<file path="config.mk">
export PLATFORM = sky130hd
export DESIGN_NAME = qbgpio_shadow_ctrl
export DESIGN_NICKNAME = d
export VERILOG_FILES = /design/src/rtl/qbgpio_pkg.sv /design/src/rtl/qbgpio_shadow.sv /design/src/rtl/qbgpio_seq.sv /design/src/rtl/qbgpio_shadow_ctrl.sv
export SDC_FILE = /design/constraint.sdc
export NUM_CORES = 1
export LEC_CHECK = 0
export ABC_AREA = 1
export BUFFER_PORTS_ARGS = -buffer_cell sky130_fd_sc_hd__buf_2
export CAP_MARGIN = 30
export CORE_AREA = 3 3 60 62
export DETAILED_ROUTE_END_ITERATION = 10
export DIE_AREA = 0 0 63 65
export HOLD_SLACK_MARGIN = 0.1
export PLACE_DENSITY = 0.81
export SYNTH_ARGS = -nofsm -noshare
export SYNTH_HDL_FRONTEND = slang
export SYNTH_SLANG_ARGS = --single-unit
</file>
<file path="constraint.sdc">
create_clock -name clk -period 2.6 [get_ports clk]
set_input_delay 0.26 -clock clk [delete_from_list [all_inputs] [get_ports clk]]
set_output_delay 0.26 -clock clk [all_outputs]
set_load 0.005 [all_outputs]
</file>
<file path="src/rtl/qbgpio_pkg.sv">
package qbgpio_pkg;
    localparam int NPINS   = 5;
    localparam int LATCH_W = 8;
    localparam int PIN_W   = 3;
    localparam int PAD_W   = LATCH_W - NPINS;
    localparam int CTR_W   = $clog2(NPINS);

    typedef enum logic [1:0] {
        OP_SET    = 2'd0,
        OP_TOGGLE = 2'd1,
        OP_GET    = 2'd2,
        OP_DIR    = 2'd3
    } op_e;

    typedef struct packed {
        op_e              op;
        logic [PIN_W-1:0] pin;
        logic             val;
    } cmd_t;

    typedef enum logic [2:0] {
        ST_INIT_CFG,
        ST_INIT_WR,
        ST_IDLE,
        ST_WR,
        ST_RD,
        ST_RSP
    } state_e;

    typedef struct packed {
        logic bad_pin;
        logic need_wr;
        logic need_rd;
        logic out_bit;
    } plan_t;

    function automatic logic pin_in_range(logic [PIN_W-1:0] p);
        return int'(p) < NPINS;
    endfunction
endpackage

</file>
<file path="src/rtl/qbgpio_shadow.sv">
module qbgpio_shadow
    import qbgpio_pkg::*;
(
    input  logic             clk,
    input  logic             rst,
    input  cmd_t             cmd,
    input  logic             apply,
    input  logic             init_apply,
    input  logic [CTR_W-1:0] init_pin,
    output plan_t            plan,
    output logic [NPINS-1:0] latch_q
);
    logic [NPINS-1:0] val_q;
    logic [NPINS-1:0] out_q;
    logic [PIN_W-1:0] idx;

    always_comb begin
        plan         = '0;
        plan.bad_pin = !pin_in_range(cmd.pin);
        idx          = plan.bad_pin ? '0 : cmd.pin;
        if (!plan.bad_pin) begin
            unique case (cmd.op)
                OP_SET, OP_TOGGLE: plan.need_wr = out_q[idx];
                OP_GET:            plan.need_rd = !out_q[idx];
                OP_DIR:            plan.need_wr = 1'b1;
                default:           plan.need_wr = 1'b0;
            endcase
            plan.out_bit = (cmd.op == OP_GET) && out_q[idx] && latch_q[idx];
        end
    end

    for (genvar i = 0; i < NPINS; i++) begin : g_pin
        logic hit;
        logic init_hit;
        assign hit      = apply && !plan.bad_pin && (int'(cmd.pin) == i);
        assign init_hit = init_apply && (int'(init_pin) == i);

        always_ff @(posedge clk) begin
            if (rst) begin
                val_q[i]   <= 1'b0;
                out_q[i]   <= 1'b0;
                latch_q[i] <= 1'b0;
            end else if (init_hit) begin
                out_q[i]   <= 1'b1;
                latch_q[i] <= val_q[i];
            end else if (hit) begin
                unique case (cmd.op)
                    OP_SET: begin
                        val_q[i] <= cmd.val;
                        if (out_q[i]) latch_q[i] <= cmd.val;
                    end
                    OP_TOGGLE: begin
                        val_q[i] <= !val_q[i];
                        if (out_q[i]) latch_q[i] <= !latch_q[i];
                    end
                    OP_DIR: begin
                        out_q[i]   <= !cmd.val;
                        latch_q[i] <= cmd.val | val_q[i];
                    end
                    default: ;
                endcase
            end
        end
    end
endmodule

</file>
<file path="src/rtl/qbgpio_seq.sv">
module qbgpio_seq
    import qbgpio_pkg::*;
(
    input  logic               clk,
    input  logic               rst,
    input  logic               cmd_valid,
    input  logic [PIN_W-1:0]   cmd_pin,
    input  plan_t              plan,
    input  logic               bus_done,
    input  logic               bus_err,
    input  logic [LATCH_W-1:0] bus_rdata,
    output logic               cmd_ready,
    output logic               accept,
    output logic               init_apply,
    output logic [CTR_W-1:0]   init_pin,
    output logic               wr_req,
    output logic               rd_req,
    output logic               rsp_valid,
    output logic               rsp_err,
    output logic               rsp_bus_err,
    output logic               rsp_data
);
    state_e             st;
    logic [CTR_W-1:0]   ctr;
    logic [PIN_W-1:0]   pin_q;

    assign cmd_ready  = (st == ST_IDLE);
    assign accept     = cmd_valid && cmd_ready;
    assign init_apply = (st == ST_INIT_CFG);
    assign init_pin   = ctr;
    assign wr_req     = (st == ST_INIT_WR) || (st == ST_WR);
    assign rd_req     = (st == ST_RD);
    assign rsp_valid  = (st == ST_RSP);

    always_ff @(posedge clk) begin
        if (rst) begin
            st          <= ST_INIT_CFG;
            ctr         <= '0;
            pin_q       <= '0;
            rsp_err     <= 1'b0;
            rsp_bus_err <= 1'b0;
            rsp_data    <= 1'b0;
        end else begin
            unique case (st)
                ST_INIT_CFG: st <= ST_INIT_WR;
                ST_INIT_WR: if (bus_done) begin
                    if (int'(ctr) == NPINS - 1) begin
                        st <= ST_IDLE;
                    end else begin
                        ctr <= ctr + 1'b1;
                        st  <= ST_INIT_CFG;
                    end
                end
                ST_IDLE: if (accept) begin
                    pin_q       <= cmd_pin;
                    rsp_err     <= plan.bad_pin;
                    rsp_bus_err <= 1'b0;
                    rsp_data    <= plan.out_bit;
                    if (plan.need_wr)      st <= ST_WR;
                    else if (plan.need_rd) st <= ST_RD;
                    else                   st <= ST_RSP;
                end
                ST_WR: if (bus_done) begin
                    rsp_bus_err <= bus_err;
                    st          <= ST_RSP;
                end
                ST_RD: if (bus_done) begin
                    rsp_bus_err <= bus_err;
                    rsp_data    <= bus_rdata[pin_q];
                    st          <= ST_RSP;
                end
                ST_RSP:  st <= ST_IDLE;
                default: st <= ST_IDLE;
            endcase
        end
    end
endmodule

</file>
<file path="src/rtl/qbgpio_shadow_ctrl.sv">
module qbgpio_shadow_ctrl
    import qbgpio_pkg::*;
(
    input  logic               clk,
    input  logic               rst,
    input  logic               cmd_valid,
    input  logic [1:0]         cmd_op,
    input  logic [PIN_W-1:0]   cmd_pin,
    input  logic               cmd_val,
    output logic               cmd_ready,
    output logic               rsp_valid,
    output logic               rsp_err,
    output logic               rsp_bus_err,
    output logic               rsp_data,
    output logic               wr_req,
    output logic [LATCH_W-1:0] wr_data,
    output logic               rd_req,
    input  logic               bus_done,
    input  logic               bus_err,
    input  logic [LATCH_W-1:0] bus_rdata
);
    cmd_t             cmd;
    plan_t            plan;
    logic             accept;
    logic             init_apply;
    logic [CTR_W-1:0] init_pin;
    logic [NPINS-1:0] latch_q;

    assign cmd     = '{op: op_e'(cmd_op), pin: cmd_pin, val: cmd_val};
    assign wr_data = {{PAD_W{1'b0}}, latch_q};

    qbgpio_shadow u_shadow (
        .clk        (clk),
        .rst        (rst),
        .cmd        (cmd),
        .apply      (accept),
        .init_apply (init_apply),
        .init_pin   (init_pin),
        .plan       (plan),
        .latch_q    (latch_q)
    );

    qbgpio_seq u_seq (
        .clk         (clk),
        .rst         (rst),
        .cmd_valid   (cmd_valid),
        .cmd_pin     (cmd_pin),
        .plan        (plan),
        .bus_done    (bus_done),
        .bus_err     (bus_err),
        .bus_rdata   (bus_rdata),
        .cmd_ready   (cmd_ready),
        .accept      (accept),
        .init_apply  (init_apply),
        .init_pin    (init_pin),
        .wr_req      (wr_req),
        .rd_req      (rd_req),
        .rsp_valid   (rsp_valid),
        .rsp_err     (rsp_err),
        .rsp_bus_err (rsp_bus_err),
        .rsp_data    (rsp_data)
    );
endmodule

</file>
==> summary.md, run 1 <==
| Metric | Value |
|---|---|
| Outcome | `finished, final reports clean` |
| DRC Markers | `0` |
| Largest net degree at the start of global routing | `18` |
| Via Count | `1931` |
| Largest cells by area after synthesis | `dfxtp_1 29%, o21ai_0 10%, inv_1 8.8%` |
| Vias in the first global route | `1764` |
| Cells after Synth | `282` |
| Root Driver | `clkbuf_4` |
| Yosys top cell area share | `0.2895` |
| PostCTS Resize Cnt | `0` |
| Post-synthesis async set-or-reset flop share | `0` |
| Min cycle time layout | `1.719 ns` |
| Die width | `63 microns` |
| Leak pwr | `0.9699 nW` |
| Die area | `4095 sq um` |
| Synth area leader | `dfxtp_1` |
| Rows | `20` |
| Required @ worst endpoint | `2.88 ns` |
| Hold_buf cts | `0` |
| Fin nets | `340` |
| Synthesis-to-finish area growth | `9.182%` |
| GRT overflow | `0` |
| Placer Congestion | `0.8866` |
| Clock Latency Late Sink | `0.33 ns` |
| Least-Margin Pin Slew | `0.5453 ns` |
| Sw Share | `0.4415` |
| IO buf count | `30` |
| Max Freq | `581.7 MHz` |
| CP Max Fanout | `14` |
| Max Root-Sink Buffers | `2` |
| Relative max-transition margin | `0.6337` |
| IO Pins | `34` |
| Final Hold Viols | `0` |
| Critical path launch point type | `flop` |
| EDFF count, synth | `0` |
| Total power | `1.425 mW` |
| Avg WL per Cell | `12.58 microns` |
| Die height | `65 microns` |
| Drt first pass iters | `5` |
| Share of cells above drive strength 1 | `0.1479` |
| Reg clk slew, reported paths | `0.16 ns` |
| Seq pwr share | `0.410` |
| Top_reg_cell synth | `dfxtp_1` |
| Kind of critical path | `reg -> reg` |
| Final HPWL DP | `3.369 mm` |
| Core Area | `3078 sq um` |
| Synthesized area | `1867 sq um` |
| P_int | `0.7959 mW` |
| Fin Clk Skew | `0.006483 ns` |
| Netlist cell types | `34` |
| CTS Buf Count | `3` |
| Syn avg cell area | `6.620 sq um` |
| Hold Crit Class | `in -> reg` |
| Number of max-cap violations | `0` |
| Final setup violating endpoints | `0` |
| Maximum VDD drop | `0.0003619 V` |
| Post-CTS setup buffer count | `0` |
| Setup_tns | `0 ns` |
| Combinational fraction of design power | `0.455` |
| Crit. End Element | `flop` |
| # diodes | `0` |
| CTS Sinks | `27` |
| Period utilization | `0.6612` |
| P_sw | `0.6292 mW` |
| Clk pwr share | `0.135` |
| Post-synthesis sequential area ratio | `0.2895` |
| DR iter-0 viols | `137` |
| Worst path arrival time | `2.00 ns` |
| Flops & latches, synth | `27` |
| Initial Util | `0.6065` |
| Unrepaired setup endpoints after global routing | `no` |
| Antenna-violating nets left | `0` |
| Final Max Slew Viols | `0` |
| Vias per cell | `5.439` |
| CTS HTree Levels | `1` |
| First-pass GRT wire length | `7.576 mm` |
| Initial antenna violation count | `0` |
| P per Cell Area | `699.2 nW/um^2` |
| Yosys warns | `0` |
| Final wirelength | `4.467 mm` |
| CTS tree | `built` |
| GR Util All Layers | `0.2271` |
## registers in the layout, summed over array words and instances (netlist names)
name               flops
u_seq.init_pin         3
u_seq.rsp_bus_err      1
u_seq.rsp_err          1
u_shadow.val_q         5
u_shadow.latch_q       5
u_seq.rsp_data         1
u_seq.pin_q            3
u_seq.st               3
u_shadow.out_q         5
## cell usage after synthesis, drive strengths merged (2+ instances only)
library cell  count
o22ai             2
ha                9
nand3            17
nand2            37
a211oi            4
o21ai            42
a31oi             2
a21oi            29
or2               2
inv              45
nor3              7
dfxtp            27
nor2             41
buf               5
o211ai            4
## stage by stage
| step | hold slack [ns] | util | cell area (sq um) | cells | setup slack (ns) |
|---|---|---|---|---|---|
| floorplan | 0.4044 | - | 1874 | 284 | 1.152 |
| global placement | 0.4508 | 0.6537 | 2012 | 351 | 0.8123 |
| detailed placement | 0.4503 | 0.6537 | 2012 | 351 | 0.7449 |
| CTS | 0.1731 | 0.6622 | 2038 | 355 | 0.8994 |
| global route | 0.1862 | 0.6622 | 2038 | 355 | 0.6272 |
| finish | 0.1662 | 0.6622 | 2038 | 355 | 0.8809 |
## critical path, cell delays in order, from the launching register on
cell     delay (ns)
dfxtp_1        0.42
inv_2          0.08
nor3_4         0.27
nand2_4        0.21
nor3_2         0.20
inv_1          0.08
nor2_1         0.16
o21ai_0        0.10
a31oi_1        0.16
## cell usage in the layout (no fill, tap or decap), drive strengths merged
cell type,instances
nand2,37
or2,2
nor4,1
nor3,7
o21a,1
nor2,41
ha,9
o21ai,42
a31oi,2
a211oi,4
buf,30
nand3b,1
o22ai,2
o31ai,1
o221ai,1
conb,3
inv,45
nand3,17
clkbuf,4
dfxtp,27
clkinv,1
a21oi,29
o211ai,4
## layer usage
layer  global-route usage  routed length, microns  vias up
met5                    0                       0        -
met4              0.09091                      98        0
met3              0.03813                     266       10
met2               0.3808                    1985       69
met1               0.2887                    2116      870
li1                     -                       -      982
## cell families after synthesis
kind of cell | after synthesis | synth area share
flops | 27 | 0.2895
simple gates | 106 | 0.2688
other cells | 1 | 0.002009
compound gates | 86 | 0.2507
fa+ha+maj | 9 | 0.06032
buf+inv | 53 | 0.1287
## final timing paths
path,start,end,slack (ns),cells past startpoint
worst max-delay path,u_seq.st[1],u_shadow.val_q[2],0.88,8
worst min-delay path,bus_err,u_seq.rsp_bus_err,0.17,3
worst max register to register,u_seq.st[1],u_shadow.val_q[2],0.88,8
worst min register to register,u_shadow.val_q[0],u_shadow.val_q[0],0.47,2
## power groups by stage
| stage | Combinational, mW | Sequential, mW | Clock, mW |
|---|---|---|---|
| 5_1_grt | 0.756 | 0.597 | 0.207 |
| 3_3_place_gp | 0.633 | 0.589 | 0 |
| 4_1_cts | 0.644 | 0.583 | 0.194 |
| 3_5_place_dp | 0.641 | 0.592 | 0 |
| 2_1_floorplan | 0.492 | 0.574 | 0 |
| 6_report | 0.649 | 0.584 | 0.192 |
## cell type report
cell class              count  area (sq um)
well taps                  44         55.05
fillers                   296          1040
flip-flops and latches     27         540.5
repair buffers             30         150.1
multi-input cells         204          1094
clock buffers               4         26.28
inverters                  46         172.7
Power figures use the tool's default switching activity.
==> run 2: changes to the inputs <==
--- a/config.mk
+++ b/config.mk
@@ -8,11 +8,11 @@
 export ABC_AREA = 1
 export BUFFER_PORTS_ARGS = -buffer_cell sky130_fd_sc_hd__buf_2
 export CAP_MARGIN = 30
-export CORE_AREA = 3 3 60 62
+export CORE_AREA = 3 3 63 65
 export DETAILED_ROUTE_END_ITERATION = 10
-export DIE_AREA = 0 0 63 65
+export DIE_AREA = 0 0 66 68
 export HOLD_SLACK_MARGIN = 0.1
-export PLACE_DENSITY = 0.81
+export PLACE_DENSITY = 0.74
 export SYNTH_ARGS = -nofsm -noshare
 export SYNTH_HDL_FRONTEND = slang
 export SYNTH_SLANG_ARGS = --single-unit
==> constraint.sdc (replaced) <==
create_clock -name clk -period 1.6 [get_ports clk]
set_input_delay 0.16 -clock clk [delete_from_list [all_inputs] [get_ports clk]]
set_output_delay 0.16 -clock clk [all_outputs]
set_load 0.005 [all_outputs]
==> run 2 against run 1 <==
Final cell count is 3.9% higher. Sequential share of layout area is 1.2 points lower. Critical path depth stayed put. Combinational power is 82% higher. Clock-buffer cell count is 1 lower. Die area is 9.6% higher. Total power is 72% higher. Largest power group unchanged. Global-route usage is 0.29 points lower.
==> summary.md, run 2 (same netlist as run 1, synthesis figures left out) <==
| Metric | Value |
|---|---|
| Outcome | `finished, final reports clean` |
| Die height | `68 microns` |
| # diodes | `0` |
| Placer Congestion | `0.9432` |
| CP Max Fanout | `5` |
| Via Count | `2003` |
| Min cycle time layout | `1.498 ns` |
| Clock Latency Late Sink | `0.33 ns` |
| Root Driver | `clkbuf_4` |
| Core Area | `3390 sq um` |
| Least-Margin Pin Slew | `0.4999 ns` |
| CTS Sinks | `27` |
| Top layer in use | `met4` |
| Max Freq | `667.5 MHz` |
| Pre-CTS setup slack | `-0.09533 ns` |
| M1 wire length | `2.202 mm` |
| Number of max-cap violations | `0` |
| Worst Hold Path EP | `u_seq.pin_q[1]` |
| Crit. End Element | `flop` |
| Vias per cell | `5.428` |
| FF-to-FF Start | `u_seq.st[0]` |
| Footprint of the multi-input gates | `1117 sq um` |
| CTS HTree Levels | `1` |
| Initial antenna violation count | `0` |
| DRC Markers | `0` |
| Final Max Slew Viols | `0` |
| Leading cell type in the layout, fill and taps excluded | `inv_1` |
| Antenna-violating nets left | `0` |
| Total power | `2.451 mW` |
| Share of cells above drive strength 1 | `0.2043` |
| HP Start | `cmd_pin[1]` |
| Largest net degree at the start of global routing | `18` |
| Max Root-Sink Buffers | `2` |
| Worst R2R End | `u_shadow.latch_q[3]` |
| Final Hold Viols | `0` |
| Leak pwr | `1.039 nW` |
| Hold_ws | `0.1415 ns` |
| Required @ worst endpoint | `1.84 ns` |
| First-pass GRT wire length | `7.790 mm` |
| Fin area | `2166 sq um` |
| CTS tree | `built` |
| Commonest cells after routing, fill and taps aside | `44 x inv_1, 37 x o21ai_0, 36 x nor2_1, 34 x nand2_1, 30 x buf_2` |
| Post-route worst setup slack | `0.1019 ns` |
| Final wirelength | `4.735 mm` |
| Worst r2r path cells | `8` |
| Hold Crit Class | `in -> reg` |
| Register-to-register setup slack | `0.10 ns` |
| Synthesis-to-finish area growth | `16.02%` |
| CP startpoint | `u_seq.st[0]` |
| Vias in the first global route | `1731` |
| Final core occ | `0.6390` |
| Relative max-transition margin | `0.6664` |
| Fin cells | `369` |
| GRT overflow | `0` |
| Final HPWL DP | `3.663 mm` |
| Hold Path Stages | `3` |
| Die width | `66 microns` |
| Reg clk slew, reported paths | `0.16 ns` |
| Drt first pass iters | `4` |
| Unrepaired setup endpoints after global routing | `yes` |
| Avg WL per Cell | `12.83 microns` |
| Placed Instances | `363` |
| Initial Util | `0.5508` |
| Filler instances | `343` |
| Rows | `21` |
| Die area | `4488 sq um` |
| Kind of critical path | `reg -> reg` |
| FF+latch area | `548.0 sq um` |
| Top flop regs | `u_shadow.latch_q (5), u_shadow.out_q (5), u_shadow.val_q (5)` |
| IO Pins | `34` |
| Fin Clk Skew | `0.01193 ns` |
| DR iter-0 viols | `167` |
| GR Util All Layers | `0.2242` |
| Metal3 WL | `286 microns` |
| Post-DP Area | `2090 sq um` |
| Critical path launch point type | `flop` |
| Fin nets | `352` |
| Setup_tns | `0 ns` |
| CTS Buf Count | `3` |
| P per Cell Area | `1132 nW/um^2` |
| WL met2 | `2.209 mm` |
| IO buf count | `30` |
| Maximum VDD drop | `0.0006392 V` |
| Final setup violating endpoints | `0` |
| Worst path arrival time | `1.74 ns` |
| Period utilization | `0.9363` |
run 2: cell types whose count changed in the layout (fill, tap and decap cells not counted), moves of 2 or more:
cell     previous run  this run
dfxtp_2             0         3
buf_4               0        11
nor2_2              1         3
nor2_1             39        36
dfxtp_1            27        23
run 2: power breakdown:
| part | leakage, nW | switching, mW | internal (mW) |
|---|---|---|---|
| Clock | 0.0177 | 0.212 | 0.0940 |
| Sequential | 0.221 | 0.140 | 0.826 |
| Combinational | 0.800 | 0.730 | 0.449 |
| Total | 1.04 | 1.08 | 1.37 |
run 2: area by class of cell:
type	instances	share of cell area
multi-input cells	204	0.5159
well taps	46	0.02657
repair buffers	42	0.1121
clock buffers	3	0.01040
flip-flops and latches	27	0.2530
clock inverters	1	0.002311
inverters	46	0.07972
run 2: worst max path at each step:
stage,endpoint,slack [ns],cells past startpoint
floorplan,u_seq.init_pin[0],0.20,7
global placement,u_shadow.latch_q[2],-0.05,8
detailed placement,u_shadow.latch_q[2],-0.1,8
CTS,rd_req,-0.006,4
global route,u_seq.st[1],-0.06,8
finish,u_shadow.latch_q[3],0.10,8
run 2: critical path, stage by stage, from the launching register on:
cell and delay [ns]:
dfxtp_1 0.39, nor2_2 0.22, nand2_1 0.17, inv_1 0.11, nand2_1 0.15, o21ai_0 0.12
nand2_1 0.07, o21ai_1 0.12, a21oi_1 0.05
run 2: repair_timing:
item,in CTS,in global routing
hold buffers,1,0
endpoints found under the hold margin,1,0
gates cloned,0,0
setup endpoints to repair,1,23
resized for setup,0,12
pin swaps,0,1
setup buffers,0,1
run 2: metal layers:
| metal | up-vias | track usage |
|---|---|---|
| met2 | 75 | 0.3930 |
| met5 | - | 0 |
| met4 | 0 | 0.05838 |
| met3 | 5 | 0.02627 |
| met1 | 908 | 0.2935 |
| li1 | 1015 | - |
==> run 3: changes to the inputs <==
--- a/config.mk
+++ b/config.mk
@@ -5,14 +5,13 @@
 export SDC_FILE = /design/constraint.sdc
 export NUM_CORES = 1
 export LEC_CHECK = 0
-export ABC_AREA = 1
 export BUFFER_PORTS_ARGS = -buffer_cell sky130_fd_sc_hd__buf_2
 export CAP_MARGIN = 30
-export CORE_AREA = 3 3 63 65
+export CORE_AREA = 3 3 62 64
 export DETAILED_ROUTE_END_ITERATION = 10
-export DIE_AREA = 0 0 66 68
+export DIE_AREA = 0 0 65 67
 export HOLD_SLACK_MARGIN = 0.1
-export PLACE_DENSITY = 0.74
+export PLACE_DENSITY_LB_ADDON = 0.05
 export SYNTH_ARGS = -nofsm -noshare
 export SYNTH_HDL_FRONTEND = slang
 export SYNTH_SLANG_ARGS = --single-unit
==> constraint.sdc (replaced) <==
create_clock -name clk -period 1.6 [get_ports clk]
set_input_delay 0.08 -clock clk [delete_from_list [all_inputs] [get_ports clk]]
set_output_delay 0.08 -clock clk [all_outputs]
set_load 0.005 [all_outputs]
==> run 3 against run 2 <==
Sequential cell count did not move. Area after synthesis increased by 0.74%. Global-route usage up 0.53 points. Setup slack got worse by 0.046 ns. Sequential share of layout area is 2.2 points lower. Register-to-register slack lost 0.05 ns. Critical path depth down 1. Total power shrank 40%. First-iteration DRC count shrank 26%. Routed wire length is essentially flat. Critical path type unchanged. Largest power group is now sequential cells.
==> summary.md, run 3 <==
| Metric | Value |
|---|---|
| Largest cells by area after synthesis | `dfxtp_1 29%, ha_1 6.0%, a21oi_1 5.9%` |
| Synthesized area | `1881 sq um` |
| IO Pins | `34` |
| Fin nets | `320` |
| Final setup violating endpoints | `0` |
| CP max-delay cell | `dfxtp_1` |
| CTS Sinks | `27` |
| CP Max Fanout | `6` |
| Clock Latency Late Sink | `0.32 ns` |
| Rows | `21` |
| Max Freq | `647.6 MHz` |
| Vias per cell | `5.493` |
| Number of max-cap violations | `0` |
| Final Max Slew Viols | `0` |
| Initial Util | `0.5636` |
| Worst r2r path cells | `7` |
| Die height | `67 microns` |
| Drt first pass iters | `4` |
| First-pass GRT wire length | `7.935 mm` |
| Maximum VDD drop | `0.0004477 V` |
| Top flop regs | `u_shadow.latch_q (5), u_shadow.out_q (5), u_shadow.val_q (5)` |
| Commonest cells after routing, fill and taps aside | `30 x buf_2, 27 x dfxtp_1, 25 x nand2_1, 25 x buf_4, 20 x a21oi_1` |
| Critical path launch point type | `flop` |
| CP startpoint | `u_seq.st[2]` |
| EDFF count, synth | `0` |
| IO buf count | `30` |
| Post-synthesis sequential area ratio | `0.2874` |
| Die width | `65 microns` |
| DRC Markers | `0` |
| GR Util All Layers | `0.2295` |
| Final HPWL DP | `3.524 mm` |
| Avg WL per Cell | `14.06 microns` |
| Crit. End Element | `flop` |
| List of most frequent post-synthesis cells | `27 x dfxtp_1, 27 x nand2_1, 22 x a21oi_1` |
| Min cycle time layout | `1.544 ns` |
| Worst path arrival time | `1.78 ns` |
| Vias in the first global route | `1596` |
| Least-Margin Pin Slew | `0.5211 ns` |
| Ordered cell list for the critical path | `buf_4 -> nor4_2 -> buf_4 -> nand2_1 -> inv_1 -> nor2_1 -> a221oi_1` |
| Flops & latches, synth | `27` |
| CP peak stage delay | `0.34 ns` |
| Required @ worst endpoint | `1.84 ns` |
| Post-synthesis async set-or-reset flop share | `0` |
| Unrepaired setup endpoints after global routing | `yes` |
| CTS Buf Count | `3` |
| Yosys top cell area share | `0.2874` |
| GRT overflow | `0` |
| Synthesis-to-finish area growth | `24.42%` |
| CP most frequent cell | `buf_4` |
| Via Count | `1851` |
| Outcome | `finished, final reports clean` |
| Die area | `4355 sq um` |
| Total power | `1.473 mW` |
| Worst Hold Path EP | `u_seq.st[2]` |
| Leak pwr | `1.030 nW` |
| Hold Crit Class | `in -> reg` |
| Cells after Synth | `239` |
| Antenna-violating nets left | `0` |
| CTS tree | `built` |
| Initial antenna violation count | `0` |
| Final wirelength | `4.738 mm` |
| FF-to-FF Start | `u_seq.st[2]` |
| Yosys warns | `0` |
| Synth area leader | `dfxtp_1` |
| Root Driver | `clkbuf_4` |
| Fin Clk Skew | `0.002930 ns` |
| Crit path max-delay family | `simple AND/OR/NAND/NOR gates` |
| Placer Congestion | `0.8249` |
| Max Root-Sink Buffers | `2` |
| Top_reg_cell synth | `dfxtp_1` |
| Share of cells above drive strength 1 | `0.2818` |
| Period utilization | `0.9651` |
| Reg clk slew, reported paths | `0.14 ns` |
| Worst R2R End | `u_shadow.latch_q[1]` |
| Kind of critical path | `reg -> reg` |
| Syn avg cell area | `7.868 sq um` |
| Worst path bufs/invs | `3` |
| Core Area | `3337 sq um` |
| Register-to-register setup slack | `0.06 ns` |
| Relative max-transition margin | `0.6526` |
| DR iter-0 viols | `124` |
| Netlist cell types | `44` |
| Hold Path Stages | `4` |
| Leading cell type in the layout, fill and taps excluded | `buf_2` |
| P per Cell Area | `629.3 nW/um^2` |
| Largest net degree at the start of global routing | `28` |
| Final core occ | `0.7012` |
| HP Start | `cmd_op[1]` |
| # diodes | `0` |
| Final Hold Viols | `0` |
| CTS HTree Levels | `1` |
run 3: changes by cell type in the layout (fill, tap and decap cells not counted), moves of 14 or more:
cell     delta
buf_4      +14
inv_1      -31
o21ai_0    -22
nor2_1     -20
run 3: worst max-delay path by stage:
stage	cells after the start	to	slack [ns]
after floorplan	6	u_shadow.latch_q[1]	0.12
after global placement	5	u_seq.st[2]	0.06
after detailed placement	6	u_shadow.latch_q[3]	0.07
after CTS	6	rd_req	0.02
after global routing	7	u_shadow.latch_q[0]	-0.03
final	7	u_shadow.latch_q[1]	0.06
run 3: layout make-up:
| type | count | area, sq um |
|---|---|---|
| Tap cell | 46 | 57.56 |
| Fill cell | 301 | 997.2 |
| Timing Repair Buffer | 61 | 399.1 |
| Sequential cell | 27 | 540.5 |
| Clock buffer | 4 | 26.28 |
| Multi-Input combinational cell | 186 | 1267 |
| Inverter | 13 | 48.80 |
run 3: per-stage QoR:
step	worst slack (ns)	setup TNS, ns	instances	hold WS, ns	instance area (sq um)
global placement	0.05622	0	325	0.3559	2191
detailed placement	0.06817	0	325	0.3605	2191
CTS	0.01661	0	334	0.1232	2267
floorplan	0.1185	0	241	0.2275	1888
global route	-0.03366	-0.09508	337	0.1334	2340
finish	0.05576	0	337	0.1201	2340
run 3: metal layers:
metal | vias to the layer above | global-route usage | share of wire
met5 | - | 0 | 0
met4 | 0 | 0.03958 | 0.0072
met3 | 4 | 0.02530 | 0.037
met2 | 36 | 0.3653 | 0.46
met1 | 857 | 0.3350 | 0.49
li1 | 954 | - | -
run 3: what timing repair did:
| item | 4_1_cts | 5_1_grt |
|---|---|---|
| hold buffers | 5 | 0 |
| buffers inserted | 0 | 3 |
| endpoints found under the setup margin | 0 | 12 |
| endpoints found under the hold margin | 5 | 0 |
| resized for setup | 0 | 15 |
run 3: power breakdown:
| part | switching [mW] | total [mW] | internal [mW] | leakage [nW] |
|---|---|---|---|---|
| sequential | 0.0266 | 0.729 | 0.703 | 0.219 |
| combinational | 0.243 | 0.446 | 0.202 | 0.796 |
| clock | 0.200 | 0.297 | 0.0976 | 0.0150 |
run 3: kinds of logic after synthesis:
group | after synthesis | synth area share
simple gates | 85 | 0.2329
xor+xnor | 2 | 0.009316
mux | 13 | 0.08383
flops | 27 | 0.2874
compound gates | 74 | 0.2575
buf+inv | 28 | 0.06720
other cells | 1 | 0.001994
fa+ha+maj | 9 | 0.05988
run 3: tightest hold or removal path, cell delays in order:
cell	delay (ns)
buf_2	0.09
inv_1	0.08
nand3_1	0.08
a211oi_1	0.08
